### config.mk
export PLATFORM = sky130hd
export DESIGN_NAME = sfr_host
export DESIGN_NICKNAME = d
export VERILOG_FILES = /design/src/rtl/sfr_pkg.sv /design/src/rtl/sfr_profile.sv /design/src/rtl/sfr_sck_gen.sv /design/src/rtl/sfr_rx_shift.sv /design/src/rtl/sfr_host.sv
export SDC_FILE = /design/constraint.sdc
export NUM_CORES = 1
export LEC_CHECK = 0
export CAP_MARGIN = 30
export CORE_MARGIN = 2
export CORE_UTILIZATION = 58
export CTS_CLUSTER_SIZE = 24
export DETAILED_ROUTE_END_ITERATION = 10
export DONT_BUFFER_PORTS = 1
export PLACE_DENSITY = 0.76
export SLEW_MARGIN = 10
export SYNTH_ARGS = -nofsm -noshare
export SYNTH_HDL_FRONTEND = slang
export SYNTH_SLANG_ARGS = --single-unit
### constraint.sdc
create_clock -name clk -period 2.95 [get_ports clk]
set_input_delay 0.295 -clock clk [delete_from_list [all_inputs] [get_ports clk]]
set_output_delay 0.295 -clock clk [all_outputs]
set_load 0.005 [all_outputs]
### src/rtl/sfr_pkg.sv
`timescale 1ns/1ps
// Shared types for the multi-lane flash read host.
package sfr_pkg;

    // Read format selector values
    typedef enum logic [2:0] {
        RD_SLOW  = 3'd0,
        RD_FAST  = 3'd1,
        RD_DOUT  = 3'd2,
        RD_QOUT  = 3'd3,
        RD_DIO   = 3'd4,
        RD_QIO   = 3'd5,
        RD_QWORD = 3'd6
    } rd_cmd_e;

    // Per-format phase description; lane widths are log2 of the lane count
    typedef struct packed {
        logic [7:0] opcode;
        logic [1:0] addr_lg;
        logic       has_mode;
        logic [3:0] dummy;
        logic [1:0] data_lg;
    } rd_prof_t;

    // Transaction sequencer states
    typedef enum logic [2:0] {
        ST_IDLE,
        ST_OPC,
        ST_ADDR,
        ST_MODE,
        ST_DUMMY,
        ST_DATA,
        ST_GAP
    } rd_state_e;

endpackage

### src/rtl/sfr_profile.sv
`timescale 1ns/1ps
// Maps a command selector to its phase profile.
// Assumes: unknown selectors fall back to the plain single-lane read.
module sfr_profile
    import sfr_pkg::*;
(
    input  logic [2:0] cmd,
    output rd_prof_t   prof
);

    // Combinational lookup of opcode, lane widths, mode byte and dummy clocks
    always_comb begin
        case (cmd)
            RD_FAST:  prof = '{opcode: 8'h0B, addr_lg: 2'd0, has_mode: 1'b0, dummy: 4'd8, data_lg: 2'd0};
            RD_DOUT:  prof = '{opcode: 8'h3B, addr_lg: 2'd0, has_mode: 1'b0, dummy: 4'd8, data_lg: 2'd1};
            RD_QOUT:  prof = '{opcode: 8'h6B, addr_lg: 2'd0, has_mode: 1'b0, dummy: 4'd8, data_lg: 2'd2};
            RD_DIO:   prof = '{opcode: 8'hBB, addr_lg: 2'd1, has_mode: 1'b1, dummy: 4'd0, data_lg: 2'd1};
            RD_QIO:   prof = '{opcode: 8'hEB, addr_lg: 2'd2, has_mode: 1'b1, dummy: 4'd4, data_lg: 2'd2};
            RD_QWORD: prof = '{opcode: 8'hE7, addr_lg: 2'd2, has_mode: 1'b1, dummy: 4'd2, data_lg: 2'd2};
            default:  prof = '{opcode: 8'h03, addr_lg: 2'd0, has_mode: 1'b0, dummy: 4'd0, data_lg: 2'd0};
        endcase
    end

endmodule

### src/rtl/sfr_sck_gen.sv
`timescale 1ns/1ps
// SCK generator: toggles SCK every `half` system clocks while `run` is high.
// Emits one-cycle rise/fall event pulses coincident with the registered toggle.
// Assumes: half of zero is treated as one; SCK rests low when run drops.
module sfr_sck_gen #(
    parameter int DIV_W = 8
) (
    input  logic             clk,
    input  logic             rst_n,
    input  logic             run,
    input  logic [DIV_W-1:0] half,
    output logic             sck,
    output logic             rise_evt,
    output logic             fall_evt
);

    logic [DIV_W-1:0] cnt;
    logic [DIV_W-1:0] half_eff;
    logic             tick;

    assign half_eff = (half == '0) ? DIV_W'(1) : half;
    assign tick     = run && (cnt == half_eff - DIV_W'(1));
    assign rise_evt = tick && !sck;
    assign fall_evt = tick && sck;

    // Half-period counter and SCK toggle register
    always_ff @(posedge clk) begin
        if (!rst_n) begin
            cnt <= '0;
            sck <= 1'b0;
        end else if (tick) begin
            cnt <= '0;
            sck <= ~sck;
        end else if (run) begin
            cnt <= cnt + DIV_W'(1);
        end
    end

    // The sequencer only halts SCK while it is low
    p_park_low_r11: assert property (@(posedge clk) disable iff (!rst_n)
        !run |-> !sck);

endmodule

### src/rtl/sfr_rx_shift.sv
`timescale 1ns/1ps
// Receive assembler: shifts lane samples into a byte, most significant first.
// Assumes: sample pulses only on SCK rising edges inside the data phase.
module sfr_rx_shift (
    input  logic       clk,
    input  logic       rst_n,
    input  logic       sample,
    input  logic [1:0] lane_lg,
    input  logic [3:0] io_in,
    output logic [7:0] rx_byte
);

    // Shift in 1, 2 or 4 bits per sample according to the lane width
    always_ff @(posedge clk) begin
        if (!rst_n) begin
            rx_byte <= '0;
        end else if (sample) begin
            case (lane_lg)
                2'd0:    rx_byte <= {rx_byte[6:0], io_in[1]};
                2'd1:    rx_byte <= {rx_byte[5:0], io_in[1:0]};
                default: rx_byte <= {rx_byte[3:0], io_in};
            endcase
        end
    end

endmodule

### src/rtl/sfr_host.sv
`timescale 1ns/1ps
// Multi-lane serial flash read host.
// Frames one read transaction per request: opcode, address, optional mode
// byte, dummy clocks, then data in the lane widths of the chosen format.
// Continuous-read state is tracked here so armed requests skip the opcode.
// Assumes: sck_half stays stable during a transaction; a request in
// continuous mode keeps the command of the request that armed it.
module sfr_host
    import sfr_pkg::*;
#(
    parameter int         DIV_W     = 8,
    parameter int         LEN_W     = 8,
    parameter int         CS_GAP    = 3,
    parameter logic [7:0] CONT_MODE = 8'hA0,
    parameter logic [7:0] EXIT_MODE = 8'hFF
) (
    input  logic             clk,
    input  logic             rst_n,
    input  logic [DIV_W-1:0] sck_half,
    input  logic             req_valid,
    output logic             req_ready,
    input  logic [2:0]       req_cmd,
    input  logic [23:0]      req_addr,
    input  logic [LEN_W-1:0] req_len,
    input  logic             req_cont,
    output logic             rd_valid,
    input  logic             rd_ready,
    output logic [7:0]       rd_data,
    output logic             flash_cs_n,
    output logic             flash_sck,
    output logic [3:0]       io_out,
    output logic [3:0]       io_oe,
    input  logic [3:0]       io_in
);

    localparam int GAP_W = $clog2(CS_GAP + 1);

    rd_state_e        state;
    rd_prof_t         prof_in;
    logic [1:0]       addr_lg;
    logic [1:0]       data_lg;
    logic             has_mode;
    logic [3:0]       dummy_n;
    logic [7:0]       opc_sr;
    logic [31:0]      tx_sr;
    logic [4:0]       ph_cnt;
    logic [LEN_W-1:0] left_q;
    logic             armed;
    logic [2:0]       armed_cmd;
    logic [GAP_W-1:0] gap_cnt;
    logic [7:0]       rx_byte;
    logic             rise_evt;
    logic             fall_evt;
    logic             run;
    logic             accept;
    logic             skip_opc;
    logic             byte_start;
    logic             byte_done;
    logic [4:0]       addr_clks;
    logic [4:0]       mode_clks;
    logic [4:0]       byte_clks;
    logic [4:0]       addr_clks_in;

    sfr_profile u_prof (
        .cmd  (req_cmd),
        .prof (prof_in)
    );

    sfr_sck_gen #(.DIV_W(DIV_W)) u_sck (
        .clk      (clk),
        .rst_n    (rst_n),
        .run      (run),
        .half     (sck_half),
        .sck      (flash_sck),
        .rise_evt (rise_evt),
        .fall_evt (fall_evt)
    );

    sfr_rx_shift u_rx (
        .clk     (clk),
        .rst_n   (rst_n),
        .sample  (rise_evt && state == ST_DATA),
        .lane_lg (data_lg),
        .io_in   (io_in),
        .rx_byte (rx_byte)
    );

    assign addr_clks    = 5'd24 >> addr_lg;
    assign mode_clks    = 5'd8 >> addr_lg;
    assign byte_clks    = 5'd8 >> data_lg;
    assign addr_clks_in = 5'd24 >> prof_in.addr_lg;

    assign req_ready  = (state == ST_IDLE);
    assign accept     = req_valid && req_ready;
    assign skip_opc   = armed && (armed_cmd == req_cmd) && prof_in.has_mode;
    assign flash_cs_n = (state == ST_IDLE) || (state == ST_GAP);
    assign byte_start = (state == ST_DATA) && (ph_cnt == byte_clks) && !flash_sck;
    assign byte_done  = fall_evt && (state == ST_DATA) && (ph_cnt == 5'd1);
    assign run        = !flash_cs_n && !(byte_start && rd_valid);

    // Lane drive: opcode on IO0, address and mode on the format's lanes, else released
    always_comb begin
        io_out = 4'b0000;
        io_oe  = 4'b0000;
        case (state)
            ST_OPC: begin
                io_out[0] = opc_sr[7];
                io_oe     = 4'b0001;
            end
            ST_ADDR, ST_MODE: begin
                case (addr_lg)
                    2'd0: begin
                        io_out[0] = tx_sr[31];
                        io_oe     = 4'b0001;
                    end
                    2'd1: begin
                        io_out[1:0] = tx_sr[31:30];
                        io_oe       = 4'b0011;
                    end
                    default: begin
                        io_out = tx_sr[31:28];
                        io_oe  = 4'b1111;
                    end
                endcase
            end
            default: ;
        endcase
    end

    // Transaction sequencer: request capture, phase stepping on SCK falls, gap
    always_ff @(posedge clk) begin
        if (!rst_n) begin
            state     <= ST_IDLE;
            addr_lg   <= '0;
            data_lg   <= '0;
            has_mode  <= 1'b0;
            dummy_n   <= '0;
            opc_sr    <= '0;
            tx_sr     <= '0;
            ph_cnt    <= '0;
            left_q    <= '0;
            armed     <= 1'b0;
            armed_cmd <= '0;
            gap_cnt   <= '0;
        end else begin
            case (state)
                ST_IDLE: begin
                    if (accept) begin
                        state     <= skip_opc ? ST_ADDR : ST_OPC;
                        ph_cnt    <= skip_opc ? addr_clks_in : 5'd8;
                        opc_sr    <= prof_in.opcode;
                        tx_sr     <= {req_addr, req_cont ? CONT_MODE : EXIT_MODE};
                        addr_lg   <= prof_in.addr_lg;
                        data_lg   <= prof_in.data_lg;
                        has_mode  <= prof_in.has_mode;
                        dummy_n   <= prof_in.dummy;
                        left_q    <= req_len;
                        armed     <= req_cont && prof_in.has_mode;
                        armed_cmd <= req_cmd;
                    end
                end
                ST_OPC: begin
                    if (fall_evt) begin
                        opc_sr <= {opc_sr[6:0], 1'b0};
                        if (ph_cnt == 5'd1) begin
                            state  <= ST_ADDR;
                            ph_cnt <= addr_clks;
                        end else begin
                            ph_cnt <= ph_cnt - 5'd1;
                        end
                    end
                end
                ST_ADDR, ST_MODE: begin
                    if (fall_evt) begin
                        case (addr_lg)
                            2'd0:    tx_sr <= {tx_sr[30:0], 1'b0};
                            2'd1:    tx_sr <= {tx_sr[29:0], 2'b00};
                            default: tx_sr <= {tx_sr[27:0], 4'b0000};
                        endcase
                        if (ph_cnt != 5'd1) begin
                            ph_cnt <= ph_cnt - 5'd1;
                        end else if (state == ST_ADDR && has_mode) begin
                            state  <= ST_MODE;
                            ph_cnt <= mode_clks;
                        end else if (dummy_n != 4'd0) begin
                            state  <= ST_DUMMY;
                            ph_cnt <= {1'b0, dummy_n};
                        end else begin
                            state  <= ST_DATA;
                            ph_cnt <= byte_clks;
                        end
                    end
                end
                ST_DUMMY: begin
                    if (fall_evt) begin
                        if (ph_cnt == 5'd1) begin
                            state  <= ST_DATA;
                            ph_cnt <= byte_clks;
                        end else begin
                            ph_cnt <= ph_cnt - 5'd1;
                        end
                    end
                end
                ST_DATA: begin
                    if (fall_evt) begin
                        if (ph_cnt != 5'd1) begin
                            ph_cnt <= ph_cnt - 5'd1;
                        end else if (left_q == '0) begin
                            state   <= ST_GAP;
                            gap_cnt <= '0;
                        end else begin
                            left_q <= left_q - LEN_W'(1);
                            ph_cnt <= byte_clks;
                        end
                    end
                end
                ST_GAP: begin
                    if (gap_cnt == GAP_W'(CS_GAP - 1)) begin
                        state <= ST_IDLE;
                    end else begin
                        gap_cnt <= gap_cnt + GAP_W'(1);
                    end
                end
                default: state <= ST_IDLE;
            endcase
        end
    end

    // Output byte register: loaded at byte completion, freed by the consumer
    always_ff @(posedge clk) begin
        if (!rst_n) begin
            rd_valid <= 1'b0;
            rd_data  <= '0;
        end else if (byte_done) begin
            rd_valid <= 1'b1;
            rd_data  <= rx_byte;
        end else if (rd_ready) begin
            rd_valid <= 1'b0;
        end
    end

    // Idle bus is quiet: deselected means no drive and SCK low
    p_idle_quiet_r1: assert property (@(posedge clk) disable iff (!rst_n)
        flash_cs_n |-> (io_oe == 4'b0000) && !flash_sck);

    // A transaction opens with SCK low
    p_open_low_r2: assert property (@(posedge clk) disable iff (!rst_n)
        $fell(flash_cs_n) |-> !flash_sck);

    // Final clock of a byte produces a valid byte next cycle
    p_byte_out_r7: assert property (@(posedge clk) disable iff (!rst_n)
        byte_done |=> rd_valid);

    // Held byte stays put under backpressure
    p_hold_byte_r11: assert property (@(posedge clk) disable iff (!rst_n)
        rd_valid && !rd_ready |=> rd_valid && $stable(rd_data));

    // A waiting byte stops the next byte from starting
    p_stall_sck_r11: assert property (@(posedge clk) disable iff (!rst_n)
        byte_start && rd_valid && !rd_ready |=> !flash_sck);

    // Chip select high for more than one cycle after a transaction
    p_cs_gap_r12: assert property (@(posedge clk) disable iff (!rst_n)
        $rose(flash_cs_n) |=> flash_cs_n);

endmodule

After elaboration in Yosys (flattened, before gate mapping)
Cells that the tools add are included.
- register bits: 97
- output and inout bits: 20
- input bits: 52
- logic and storage cells: 162
- shifts and indexed selects: 4
- reduce and logical (&&, ||, !) cells: 41
- bitwise logic cells: 2
- muxes and demuxes: 59
- add/subtract/negate cells: 5
- eq/ne operators: 34
- operators with widths (cell ; count):
    32-bit case mux with 2 select lines ; 2
    17-bit case mux with 6 select lines ; 1
    5-bit two-way mux ; 13
    32-bit two-way mux ; 2
    8-bit two-way mux ; 7
    8-bit case mux with 2 select lines ; 3
    3-bit two-way mux ; 13
    5-bit case mux with 5 select lines ; 1
    2-bit inequality test (second input constant) ; 10
    3-bit equality test (second input constant) ; 6
    3-bit case mux with 6 select lines ; 1
    8-bit logical NOT ; 2
    4-bit case mux with 2 select lines ; 2
    8-bit by 1-bit subtractor with 8-bit output (second input constant) ; 2
    1-bit logical AND ; 15
    3-bit by 2-bit equality test with 1-bit output (second input constant) ; 4
    2-bit two-way mux ; 6
    11-bit AND reduction ; 1
    5-bit AND reduction ; 2
    2-bit nonzero test ; 5
    4-bit by 2-bit >> shifter with 5-bit output (first input constant) ; 2
    5-bit by 2-bit >> shifter with 5-bit output (first input constant) ; 2
    8-bit by 1-bit adder with 8-bit output (second input constant) ; 1
    8-bit equality test ; 1
    26 further kinds ; 41

Longest topological paths before layout
- depth after elaboration: 12
- gate-level depth with buffers: 11
- depth with buffers taken out: 10

Hierarchy
From an unflattened synthesis, not the netlist that was laid out.
- cell total of the unflattened synthesis: 784
- area total of the unflattened synthesis: 6004.5 um^2
- by module, submodules not included (module ; cells each ; area an instance (um^2) ; sequential area each (um^2) ; instances):
    sfr_host ; 642 ; 4704.5 ; 1601.5 ; 1
    sfr_sck_gen ; 69 ; 655.6 ; 180.2 ; 1
    sfr_rx_shift ; 45 ; 444.2 ; 160.2 ; 1
    sfr_profile ; 28 ; 200.2 ; 0.0 ; 1

Worst setup path after synthesis
OpenSTA, ideal clock, no wires.
- kind: input -> register
- start: input sck_half[3]
- end: register left_q[4]
- library setup time: 0.117 ns
- required time: 2.833 ns
- data arrival time: 3.074 ns
- slack: -0.242 ns
- cell stages on the path: 11
- path through: nor4_1 -> a31oi_1 -> ha_1 -> nor2b_1 -> or3_1 -> a31o_2 -> or4_4 -> nor2_4 -> buf_4 -> nand4b_1 -> a32o_1
- longest elaborated chain between the ends: 8
- RTL lines (element ; line ; RTL):
    from (decl) ; sfr_host.sv:19 ; input logic [DIV_W-1:0] sck_half,
    8-bit logical NOT ; sfr_sck_gen.sv:21 ; assign half_eff = (half == '0) ? DIV_W'(1) : half;
    8-bit two-way mux (*) ; sfr_sck_gen.sv:21 ;
    8-bit by 1-bit subtractor with 8-bit output (*) ; sfr_sck_gen.sv:22 ; assign tick = run && (cnt == half_eff - DIV_W'(1));
    8-bit equality test (*) ; sfr_sck_gen.sv:22 ;
    1-bit logical AND (*) ; sfr_sck_gen.sv:22 ;
    1-bit logical AND (*) ; sfr_sck_gen.sv:24 ; assign fall_evt = tick && sck;
    2-bit inequality test (no source line) (*) ; - ;
    5-bit AND reduction (no source line) (*) ; - ;
    to (signal assigned) ; sfr_host.sv:157 ; left_q <= req_len;
    to (signal assigned) ; sfr_host.sv:212 ; left_q <= left_q - LEN_W'(1);
    to (decl) ; sfr_host.sv:47 ; logic [LEN_W-1:0] left_q;
Every way passes the cells marked *; elsewhere a longest branch is shown, timed or not.
A chain may end at the register's enable or synchronous reset.

Final worst setup path
- start: register ph_cnt[1]
- end: register tx_sr[24]
- longest elaborated chain between the ends: 10
- RTL lines (element ; line ; RTL):
    from (decl) ; sfr_host.sv:46 ; logic [4:0] ph_cnt;
    from (signal assigned) ; sfr_host.sv:150 ; ph_cnt <= skip_opc ? addr_clks_in : 5'd8;
    from (signal assigned) ; sfr_host.sv:167 ; ph_cnt <= addr_clks;
    from (signal assigned) ; sfr_host.sv:169 ; ph_cnt <= ph_cnt - 5'd1;
    5-bit equality test ; sfr_host.sv:97 ; assign byte_start = (state == ST_DATA) && (ph_cnt == byte_clks) && !flash_sck;
    1-bit logical AND (2 in series) ; sfr_host.sv:97 ;
    1-bit logical AND ; sfr_host.sv:99 ; assign run = !flash_cs_n && !(byte_start && rd_valid);
    1-bit logical NOT ; sfr_host.sv:99 ;
    1-bit logical AND ; sfr_host.sv:99 ;
    1-bit logical AND ; sfr_sck_gen.sv:22 ;
    1-bit logical AND ; sfr_sck_gen.sv:24 ;
    2-bit inequality test (no source line) ; - ;
    3-bit AND reduction (no source line) ; - ;
    to (signal assigned) ; sfr_host.sv:152 ; tx_sr <= {req_addr, req_cont ? CONT_MODE : EXIT_MODE};
    to (signal assigned) ; sfr_host.sv:176 ; 2'd0: tx_sr <= {tx_sr[30:0], 1'b0};
    to (signal assigned) ; sfr_host.sv:177 ; 2'd1: tx_sr <= {tx_sr[29:0], 2'b00};
    to (decl) ; sfr_host.sv:45 ; logic [31:0] tx_sr;
No other way between the ends.

==> run summary <==
Largest area contributor in the netlist -> dfxtp_1
All-Layer GR Usage -> 0.2789
I/O pins -> 72
CP max FO -> 24
DP Cell Count -> 861
TritonCTS Sinks -> 96
Register area share after synthesis -> 0.3197
Finished Layout Cells -> 877
Post-synthesis instance total -> 757
Core area -> 10180 um^2
Max stage delay on crit path -> 0.77 ns
CTS tree -> yes
Cell area after synthesis -> 6012 um^2
Initial Utilization -> 0.5903
Pleak -> 2.502 nW
Worst-Margin Slew -> 0.6899 ns
First-pass GRT wire length -> 25.39 mm
Logic pwr share -> 0.403
Final setup TNS -> 0 ns
Most frequent cells in the layout -> 97 x nor2_1, 96 x dfxtp_1, 71 x a21oi_1
Clk pwr share -> 0.208
CP max stage cell -> or4b_2
Post-CTS Resized -> 0
Die W -> 105.8 um
Max frequency -> 365.9 MHz
Fraction of layout cells with a size suffix above 1 -> 0.1282
Clk buf depth -> 2
Post-Synth XOR/XNOR Area -> 0.02914
GPL Wtd Cong -> 0.8763
Post-synthesis compound-gate area fraction -> 0.2882
Peak VDD IR -> 0.4286 mV
Site Rows -> 37
Vias -> 5765
Status -> finished, final reports clean
DRT Pass-1 Iters -> 5
1st-iter DRT viols -> 511
Post-Synth Simple-Gate Area -> 0.2050
Pwr dens -> 728.5 nW/um^2
Die Y -> 105.8 um
Clk slew on worst S/H paths -> 0.09 ns
# nets final -> 807
Sequential share of power -> 0.389
Reg2reg setup slack -> 0.22 ns
Synth top area share -> 0.3197
Multi-input logic area -> 3781 um^2
Sw Ratio -> 0.3944
Hold Path Class -> input port to flop
Min cycle time layout -> 2.733 ns
Largest net degree at the start of global routing -> 49
Fin area -> 6425 um^2
Initial antenna violation count -> 0
Clock skew -> 0.01223 ns
Final hold vios -> 0
Gr ovfl total -> 0
WP data arrival -> 3.02 ns
Register Area -> 1922 um^2
DRC errors left -> 0
Post-synth cell types -> 70
Avg Inst Size Synth -> 7.942 um^2
Critical Path, Cell by Cell -> and3b_1, o21a_1, o2111a_1, or4b_2, nor2_4, buf_12, a31oi_1, o221a_2
NetSw -> 0.001846 W
Mux contribution to synthesized area -> 0.06264
Max_cap viols -> 0
Largest family of logic cells by synthesized area -> compound AO/OA/AOI/OAI gates
Leading cell type in the layout, fill and taps excluded -> nor2_1
Area delta synth->final -> 6.868%
Synth Flop Type -> dfxtp_1
Ranking of synthesized cells by area -> dfxtp_1 32%, nor2_1 6.1%, a21oi_1 6.0%, mux2i_1 5.3%, o221a_2 4.5%
Final setup vio count -> 0
H-tree lvl count -> 3
CTS Hold Bufs -> 0
Full die area -> 11200 um^2
Wirelength per Cell -> 17.51 um
Clock Latency Late Sink -> 0.40 ns
CTS buffer count -> 9
EDFF count, synth -> 0
Dpl hpwl -> 10.70 mm
Fin crit share -> 0.9266
Post-CTS setup buffers -> 0
Worst Setup Start Kind -> flop
Drt total wl -> 15.35 mm
Clock root cell -> clkbuf_8
Kind of critical path -> flop to flop
Post-synth net total -> 828
Unrepaired setup endpoints after global routing -> no
Max-slew violation count -> 0
Relative slew slack -> 0.5365
Antenna cell count -> 0
Cell internal pwr -> 0.002835 W
CP Capture Type -> flop
Syn. warnings -> 0
Via/cell ratio -> 6.574
Final antenna-violating net count -> 0
Fill cell count -> 906
Asr flop ratio synth -> 0
CP required -> 3.24 ns
Flops & latches, synth -> 96
DP Area -> 6206 um^2
Synth Area in Adders -> 0.03954
Port-buffer cells -> 0
Vias in the first global route -> 5304
routing by layer:
layer  up-vias  share of wire  global-route usage
met5         -              0                   0
li1       2747              -                   -
met1      2781           0.44              0.3622
met2       200           0.47              0.4576
met3        37          0.060             0.05380
met4         0          0.026              0.1081
critical path: cells and delay by family, from the launching register on:
kind                   cells  cell delay [ns]
AO/OA/AOI/OAI              4             0.86
buffers and inverters      1             0.18
flip-flops                 1             0.41
AND/OR/NAND/NOR            3             1.18
cells by family (layout without fill, tap and decap cells):
family	after synthesis	in the layout
AOI/OAI and AO/OA	248	248
xor gates and xnor gates	20	20
adders and majority gates	19	19
buffers and inverters	83	67
DFF	96	96
muxes	37	37
and+or+nand+nor	254	254
path summary, 6_finish.rpt:
| kind | startpoint | end | cells past startpoint |
|---|---|---|---|
| setup reg to reg | ph_cnt[1] | tx_sr[24] | 8 |
| hold reg to reg | armed | armed | 2 |
| hold / removal | rst_n | tx_sr[15] | 1 |
| setup / recovery | ph_cnt[1] | tx_sr[24] | 8 |
registers in the layout (all words and copies together) (netlist names), 2 cells and up:
| register | cells |
|---|---|
| opc_sr | 8 |
| tx_sr | 32 |
| u_rx.rx_byte | 8 |
| left_q | 8 |
| armed_cmd | 3 |
| rd_data | 8 |
| ph_cnt | 5 |
| data_lg | 2 |
| dummy_n | 3 |
| state | 3 |
| u_sck.cnt | 8 |
| gap_cnt | 2 |
| addr_lg | 2 |
final cells by class:
type,instances,area share
well taps,136,0.02648
repair buffers,31,0.04012
flip-flops and latches,96,0.2991
inverters,20,0.01168
clock buffers,9,0.01928
multi-input cells,578,0.5885
clock inverters,7,0.01480
synthesized netlist by cell type (3+ instances only):
master / count
a22o_1: 28
nor4_1: 5
inv_1: 20
xor2_1: 8
o221a_2: 24
nand4b_1: 3
a211o_1: 3
o21a_1: 4
nor3_1: 13
buf_4: 6
nand4_1: 6
o21ai_1: 3
a31oi_1: 31
or3_1: 6
a211oi_1: 7
nor2b_1: 7
a32o_1: 4
nand2_1: 65
o22ai_1: 3
dfxtp_1: 96
o31ai_1: 3
nand3b_1: 5
nor2_1: 98
ha_1: 19
mux2i_1: 32
o21ai_0: 34
clkbuf_1: 54
or2_2: 3
a22oi_1: 5
mux2_2: 5
and3_1: 7
xnor2_1: 12
nand2b_1: 4
a21oi_1: 72
nand3_1: 12
stage by stage:
stage / power, W / hold slack [ns] / setup slack (ns) / utilization
floorplan: 0.003236 / 0.4273 / 0.02868 / -
global placement: 0.003623 / 0.4346 / 0.02058 / 0.6093
detailed placement: 0.003694 / 0.4386 / -0.04891 / 0.6093
CTS: 0.004661 / 0.02293 / 0.2127 / 0.6308
global route: 0.004970 / 0.02669 / 0.08717 / 0.6308
finish: 0.004681 / 0.03410 / 0.2166 / 0.6308
power by group through the flow:
stage	Combinational [W]	Clock, W	Sequential, W
6_report	0.00189	0.000973	0.00182
5_1_grt	0.00208	0.00104	0.00186
2_1_floorplan	0.00149	0	0.00175
4_1_cts	0.00187	0.000986	0.00181
3_5_place_dp	0.00186	0	0.00184
3_3_place_gp	0.00180	0	0.00183
Note: power is estimated with default switching activity, not from simulation.
